--- config.mk ---
export PLATFORM = sky130hd
export DESIGN_NAME = ind_reg_bridge
export DESIGN_NICKNAME = d
export VERILOG_FILES = /design/src/rtl/ind_reg_bridge.sv
export SDC_FILE = /design/constraint.sdc
export NUM_CORES = 1
export LEC_CHECK = 0
export BUFFER_PORTS_ARGS = -buffer_cell sky130_fd_sc_hd__buf_2
export CORE_UTILIZATION = 58
export CTS_BUF_LIST = sky130_fd_sc_hd__clkbuf_8
export CTS_CLUSTER_SIZE = 14
export DETAILED_ROUTE_END_ITERATION = 8
export PLACE_DENSITY = 0.92
export SYNTH_ARGS = -nofsm -noshare
export SYNTH_HDL_FRONTEND = slang
export SYNTH_SLANG_ARGS = --single-unit
--- constraint.sdc ---
create_clock -name clk -period 5.31 [get_ports clk]
set_input_delay 1.062 -clock clk [delete_from_list [all_inputs] [get_ports clk]]
set_output_delay 1.062 -clock clk [all_outputs]
set_load 0.02 [all_outputs]
--- src/rtl/ind_reg_bridge.sv ---
`timescale 1ns/1ps
module ind_reg_bridge (
  input  logic        clk,
  input  logic        rst_n,
  input  logic        host_we,
  input  logic [2:0]  host_addr,
  input  logic [31:0] host_wdata,
  output logic [31:0] host_rdata,
  output logic        pll_stb,
  output logic        phy_stb,
  output logic        tgt_we,
  output logic [7:0]  tgt_addr,
  output logic [31:0] tgt_wdata,
  input  logic        pll_ready,
  input  logic [31:0] pll_rdata,
  input  logic        phy_ready,
  input  logic [31:0] phy_rdata
);
  localparam logic [31:0] IMPL_M = 32'h8500_80FF;
  localparam logic [31:0] ACK_M  = 32'h0A00_0000;
  localparam logic [31:0] REQ_M  = 32'h0500_0000;

  logic [31:0] ctrl_q, ctrl_w, ctrl_n, wdat_q, rdat_q, wout_q;
  logic [7:0]  addr_q;
  logic        busy_q, sel_q, dir_q, pll_stb_q, phy_stb_q;

  wire ctl_hit  = host_we && (host_addr < 3'd4);
  wire pll_pend = ctrl_q[24] ^ ctrl_q[25];
  wire phy_pend = ctrl_q[26] ^ ctrl_q[27];
  wire rdy      = sel_q ? phy_ready : pll_ready;
  wire done     = busy_q && rdy;
  wire launch   = !busy_q && (pll_pend || phy_pend);
  wire [31:0] keep = ACK_M | (busy_q ? REQ_M : 32'h0);

  always_comb begin
    case (host_addr[1:0])
      2'd0:    ctrl_w = host_wdata;
      2'd1:    ctrl_w = ctrl_q | host_wdata;
      2'd2:    ctrl_w = ctrl_q & ~host_wdata;
      default: ctrl_w = ctrl_q ^ host_wdata;
    endcase
  end

  always_comb begin
    ctrl_n = ctrl_q;
    if (ctl_hit) ctrl_n = (ctrl_w & IMPL_M & ~keep) | (ctrl_q & keep);
    if (done) begin
      if (sel_q) ctrl_n[27] = ctrl_q[26];
      else       ctrl_n[25] = ctrl_q[24];
    end
    if (!ctrl_n[15]) ctrl_n[27:24] = 4'h0;
  end

  always_ff @(posedge clk or negedge rst_n) begin
    if (!rst_n) begin
      ctrl_q <= '0; wdat_q <= '0; rdat_q <= '0; wout_q <= '0; addr_q <= '0;
      busy_q <= 1'b0; sel_q <= 1'b0; dir_q <= 1'b0;
      pll_stb_q <= 1'b0; phy_stb_q <= 1'b0;
    end else begin
      ctrl_q <= ctrl_n;
      if (host_we && host_addr == 3'd4) wdat_q <= host_wdata;
      if (done && dir_q) rdat_q <= sel_q ? phy_rdata : pll_rdata;
      pll_stb_q <= 1'b0;
      phy_stb_q <= 1'b0;
      if (!ctrl_n[15] || done) begin
        busy_q <= 1'b0;
      end else if (launch) begin
        busy_q    <= 1'b1;
        sel_q     <= !pll_pend;
        dir_q     <= ctrl_q[31];
        addr_q    <= ctrl_q[7:0];
        wout_q    <= wdat_q;
        pll_stb_q <= pll_pend;
        phy_stb_q <= !pll_pend;
      end
    end
  end

  always_comb begin
    case (host_addr)
      3'd0, 3'd1, 3'd2, 3'd3: host_rdata = ctrl_q;
      3'd4:    host_rdata = wdat_q;
      3'd5:    host_rdata = rdat_q;
      default: host_rdata = 32'h0;
    endcase
  end

  assign pll_stb   = pll_stb_q;
  assign phy_stb   = phy_stb_q;
  assign tgt_we    = !dir_q;
  assign tgt_addr  = addr_q;
  assign tgt_wdata = wout_q;

  assert_one_strobe_R10: assert property (@(posedge clk) disable iff (!rst_n)
    $onehot0({pll_stb_q, phy_stb_q}));
  assert_pll_pulse_R4: assert property (@(posedge clk) disable iff (!rst_n)
    pll_stb_q |=> !pll_stb_q);
  assert_phy_pulse_R4: assert property (@(posedge clk) disable iff (!rst_n)
    phy_stb_q |=> !phy_stb_q);
  assert_pll_cause_R4: assert property (@(posedge clk) disable iff (!rst_n)
    pll_stb_q |-> $past(ctrl_q[24] != ctrl_q[25]));
  assert_pll_ack_R6: assert property (@(posedge clk) disable iff (!rst_n)
    (ctrl_q[15] && $past(ctrl_q[15]) && ctrl_q[25] != $past(ctrl_q[25])) |-> $past(pll_ready));
  assert_phy_ack_R6: assert property (@(posedge clk) disable iff (!rst_n)
    (ctrl_q[15] && $past(ctrl_q[15]) && ctrl_q[27] != $past(ctrl_q[27])) |-> $past(phy_ready));
  assert_req_hold_R8: assert property (@(posedge clk) disable iff (!rst_n)
    ($past(busy_q) && ctrl_q[15]) |-> (ctrl_q[24] == $past(ctrl_q[24]) && ctrl_q[26] == $past(ctrl_q[26])));
  assert_off_idle_R9: assert property (@(posedge clk) disable iff (!rst_n)
    !ctrl_q[15] |=> (!pll_stb_q && !phy_stb_q));
endmodule

# Word level (Yosys, flattened, before mapping)
# Index checks and enable logic that the tools add are counted.
dict set report totals {
  ff_bits 141
  inputBits 104
  output_inout_bits 75
  wordCells 65
}
dict set report classes {
  n_lt_le_gt_ge 1
  n_eq_ne 8
  mux 17
  bitwise 11
  reduce_logical 16
}
# op n
set ops {}
lappend ops {{32-bit case mux with 3 select lines} 2}
lappend ops {{32-bit bitwise AND} 2}
lappend ops {{32-bit bitwise OR} 2}
lappend ops {{32-bit by 28-bit bitwise AND with 32-bit output} 1}
lappend ops {{32-bit two-way mux} 1}
lappend ops {{28-bit NOT with 32-bit output} 1}
lappend ops {{32-bit NOT} 1}
lappend ops {{32-bit bitwise XOR} 1}
lappend ops {{28-bit two-way mux} 1}
lappend ops {{27-bit two-way mux} 1}
lappend ops {{1-bit two-way mux} 11}
lappend ops {{3-bit by 2-bit equality test with 1-bit output, second input constant} 2}
lappend ops {{3-bit equality test, second input constant} 2}
lappend ops {{1-bit logical AND} 5}
lappend ops {{1-bit logical NOT} 4}
lappend ops {{4-bit two-way mux} 1}
lappend ops {{4-bit OR reduction} 1}
lappend ops {{3-bit by 1-bit equality test with 1-bit output, second input constant} 1}
lappend ops {{3-bit logical NOT} 1}
lappend ops {{3-bit < comparator, second input constant} 1}
lappend ops {{2-bit by 1-bit equality test with 1-bit output, second input constant} 1}
lappend ops {{2-bit equality test, second input constant} 1}
lappend ops {{2-bit logical NOT} 1}
lappend ops {{1-bit logical OR} 2}
lappend ops {{other kinds (5)} 6}

# Depth between registers and ports, before layout
dict set report depth {
  ltp_word 10
  ltp_mapped 7
  ltp_nobuf 6
}

# Least setup slack after synthesis
# Ideal clock, no wire load.
dict set report synth_timing {
  path_type {input-to-output}
  startpoint {input port host_addr[0]}
  endpoint {output port host_rdata[11]}
  arrival_ps 2144
  t_required_ps 4248
  setup_slack_ps 2104
  cell_stages 4
  n_path_buf 2
  path_cell_list {buf_2 > buf_1 > mux2i_1 > nor2_1}
}
dict set report synth_between {
  elab_chain_len 3
  elab_cells_between_ends 8
  classes_between {eq/ne (5); mux (1); reduce/logical (2)}
}
# element line
set synth_rtl {}
lappend synth_rtl {{start: declaration} 6} ;# input logic [2:0] host_addr,
lappend synth_rtl {{3-bit by 1-bit equality test with 1-bit output (tied with other cells)} 80} ;# case (host_addr)
lappend synth_rtl {{4-bit OR reduction} 80}
lappend synth_rtl {{32-bit case mux with 3 select lines *} 80}
lappend synth_rtl {{end: declaration} 8} ;# output logic [31:0] host_rdata,
# Every way passes the cells marked *; elsewhere a longest branch is shown, timed or not.

# Final worst setup path
dict set report layout_timing {
  startpoint {input port host_addr[1]}
  endpoint {output port host_rdata[4]}
}
# The elaborated chain is that of the path after synthesis.

==> results.toml <==
[run_status]
run_status = "completed"

[routing]
first_pass_iters = 6
viasPerCell = 5.674
drtAntennaViolNets = 0
drcViolationCount = 0
vias = 4902
drt-initial-drc-count = 220
wl_um = 15830
routedWlPerCell_um = 18.32

[yosys]
ys_ff_latch = 123
yosysWarnings = 0
synth_top_area_share_pct = 48.71
yosysTopAreaCell = "dfrtp_1"
synth_compound_area_share_pct = 8.455
synth_fa_ha_area_share_pct = 4.752
synthTopCellsByArea = "dfrtp_1 (49%), mux2i_1 (11%), mux2_4 (9.0%)"
synthesis.area_sq_um = 6319
synth-simple-area-share_pct = 6.475
ys_types = 32
syn_nets = 673
synth.area.mux_share_pct = 26.75
synth_top_family_by_area = "multiplexers"
synth_xor_area_share_pct = 0.2772
seq_area_frac_synth_pct = 48.71
synth.avg_cell_area_sq_um = 11.59
syn_inst = 545

[sta]
max_slew_margin_pct = 26.06
min_period_ns = 4.093
skew_ns = 0.01326
timing.final.crit_share_pct = 77.08
rsz0062_at_grt = "false"
hold_ws_ns = 0.5116
finalMaxSlewViolations = 0
setup_tns_ns = 0
max_clock_freq_mhz = 244.3
hold_viol_final = 0
timing.final.ws_setup_ns = 1.217
setup_violations = 0
tightest_slew_ns = 1.105

[floorplanning]
die-area_sq_um = 11320
die_w_um = 106.4
coreArea_sq_um = 10460
die_y_um = 106.4
start_util_pct = 60.39
boundaryPins = 179
fp-row-count = 37

[worst_setup_path]
crit_type = "input port to primary output"
ff2ff_path_depth = 7
worstPathRequired_ns = 4.25
setup.worst_path.end_class = "primary output"
crit_end = "host_rdata[4]"
cp.arrival_ns = 3.03
r2r_end = "tgt_wdata[25]"
cp-start-kind = "input port"
reg2reg_slack_ns = 2.35
cp-startpoint = "host_addr[1]"
r2r_start = "ctrl_q[15]"
cp_max_fo = 42

[flow_run]
drv_cap = 0

[clock_network]
cts_buffers = 17
clockRootBuffer = "clkbuf_8"
clock-sinks = 123
cts_setup_buffers = 0
path_clk_slew_ns = 0.07
clock_latency_ns = 0.44
cts.repair.resized = 0
h-tree-depth = 4
cts_hold_buf = 0
cts.path.max_buffers = 2
cts_tree = "built"

[pwr]
p_per_area_nw_per_um2 = 482.4
p_leak_nw = 4.143
power_w = 0.003709
ir_drop_mv = 0.3501

[worst_hold_path]
hp-class = "register to register"

[grt]
grt_pass1_vias = 4971
grtUsageTotal_pct = 29.40
overflow = 0
grt_max_degree = 65
grt_antenna_before_repair = 0
grt_pass1_wl_um = 25140

[cells_and_area]
areaGrowthSynthToFinish_pct = 21.68
drive_gt1_share_pct = 41.07
n_antenna_cell = 0
regArea_sq_um = 3079
nNetsFinal = 843
nFillCells = 737
multi_input_area_sq_um = 2965

[placed_design]
post-dp-hpwl_um = 10880
port_buffers = 178
globalplace.congestion = 0.9058
preCtsSetupSlack_ns = 1.280
[power breakdown]
group,switching [W],internal [W]
Clock,0.000395,0.000443
Combinational,0.000716,0.000623
Sequential,0.000243,0.00129
[sequential cells by signal, indices dropped and copies added (netlist names), 8 cells and up]
register and count:
rdat_q 32, wdat_q 32, tgt_addr 8, tgt_wdata 32, ctrl_q 14
[logic make-up after synthesis]
kind of cell,after synthesis
adder cells (fa/ha/maj),24
flip-flops,123
AND/OR/NAND/NOR,97
AO/OA/AOI/OAI,90
multiplexers,143
XOR/XNOR,2
buffers and inverters,66
[cells in the mapped netlist]
| cell type | instances |
|---|---|
| clkbuf_1 | 21 |
| mux2_2 | 34 |
| and3b_1 | 1 |
| o32ai_4 | 1 |
| o22ai_1 | 14 |
| nand2b_1 | 2 |
| o211ai_1 | 9 |
| mux4_2 | 2 |
| mux2i_1 | 68 |
| and2_4 | 1 |
| xnor2_1 | 2 |
| buf_6 | 4 |
| or3b_4 | 1 |
| nand2_1 | 28 |
| nor2b_1 | 3 |
| o21ai_4 | 1 |
| inv_1 | 31 |
| nor2_1 | 57 |
| nor3b_2 | 1 |
| ha_1 | 24 |
| o21ai_0 | 27 |
| mux2_4 | 38 |
| a21o_1 | 1 |
| nand3_1 | 1 |
| mux2_1 | 1 |
| a21oi_1 | 35 |
| buf_2 | 9 |
| nor3_1 | 1 |
| a22o_1 | 2 |
| buf_1 | 1 |
| dfrtp_1 | 123 |
| nand3b_1 | 1 |
[through the flow]
stage / instances / instance area, sq um / utilization [%]
global placement: 832 / 7284 / 69.62
finish: 864 / 7689 / 73.49
floorplan: 545 / 6319 / -
CTS: 864 / 7689 / 73.49
detailed placement: 832 / 7284 / 69.62
global route: 864 / 7689 / 73.49
[how the worst min path moves through the flow]
| stage | from | to | slack, ns | cells after the start |
|---|---|---|---|---|
| 4_1_cts | tgt_wdata[5] | tgt_wdata[5] | 0.51 | 1 |
| 6_report | tgt_wdata[1] | tgt_wdata[1] | 0.51 | 1 |
| 2_1_floorplan | ctrl_q[31] | ctrl_q[31] | 0.48 | 2 |
| 3_5_place_dp | tgt_wdata[13] | tgt_wdata[13] | 0.49 | 1 |
| 5_1_grt | tgt_wdata[31] | tgt_wdata[31] | 0.53 | 1 |
| 3_3_place_gp | tgt_addr[1] | tgt_addr[1] | 0.48 | 1 |
[critical path, stage by stage]
cell      delay, ns
buf_2          0.54
nand2b_1       0.72
buf_4          0.38
o22ai_1        0.13
buf_2          0.18
[area by class of cell]
| type | instances | share of cell area, % |
|---|---|---|
| clock inverter | 13 | 1.855 |
| inverter | 31 | 1.513 |
| clock buffer | 19 | 3.401 |
| timing repair buffer | 186 | 12.40 |
| tap | 136 | 2.213 |
| sequential | 123 | 40.05 |
| multi-input combinational | 356 | 38.57 |
[routing by layer]
metal  vias up  global-route usage [%]  routed length [um]
met5         -                       0                   0
met4         0                   12.80                 420
met3        41                   6.070                 802
met2       220                   49.77                8196
met1      2421                   36.36                6406
li1       2220                       -                   -
[cells in the final DEF (no fill, tap or decap), types with 2 or more instances in the layout]
| cell type | n |
|---|---|
| a21oi_1 | 35 |
| inv_1 | 31 |
| nand2_1 | 28 |
| clkinv_2 | 2 |
| xnor2_1 | 2 |
| buf_4 | 9 |
| nand2b_1 | 2 |
| nor2b_1 | 3 |
| ha_1 | 24 |
| nor2_1 | 56 |
| clkinvlp_4 | 5 |
| o21ai_0 | 27 |
| a22o_1 | 2 |
| mux2i_1 | 68 |
| dfrtp_1 | 122 |
| mux2_2 | 34 |
| clkbuf_8 | 19 |
| o211ai_1 | 9 |
| mux2_4 | 38 |
| buf_2 | 177 |
| o22ai_1 | 14 |
| clkinv_4 | 3 |
| bufinv_16 | 2 |
| mux4_2 | 2 |
(Power assumes the default switching activity.)
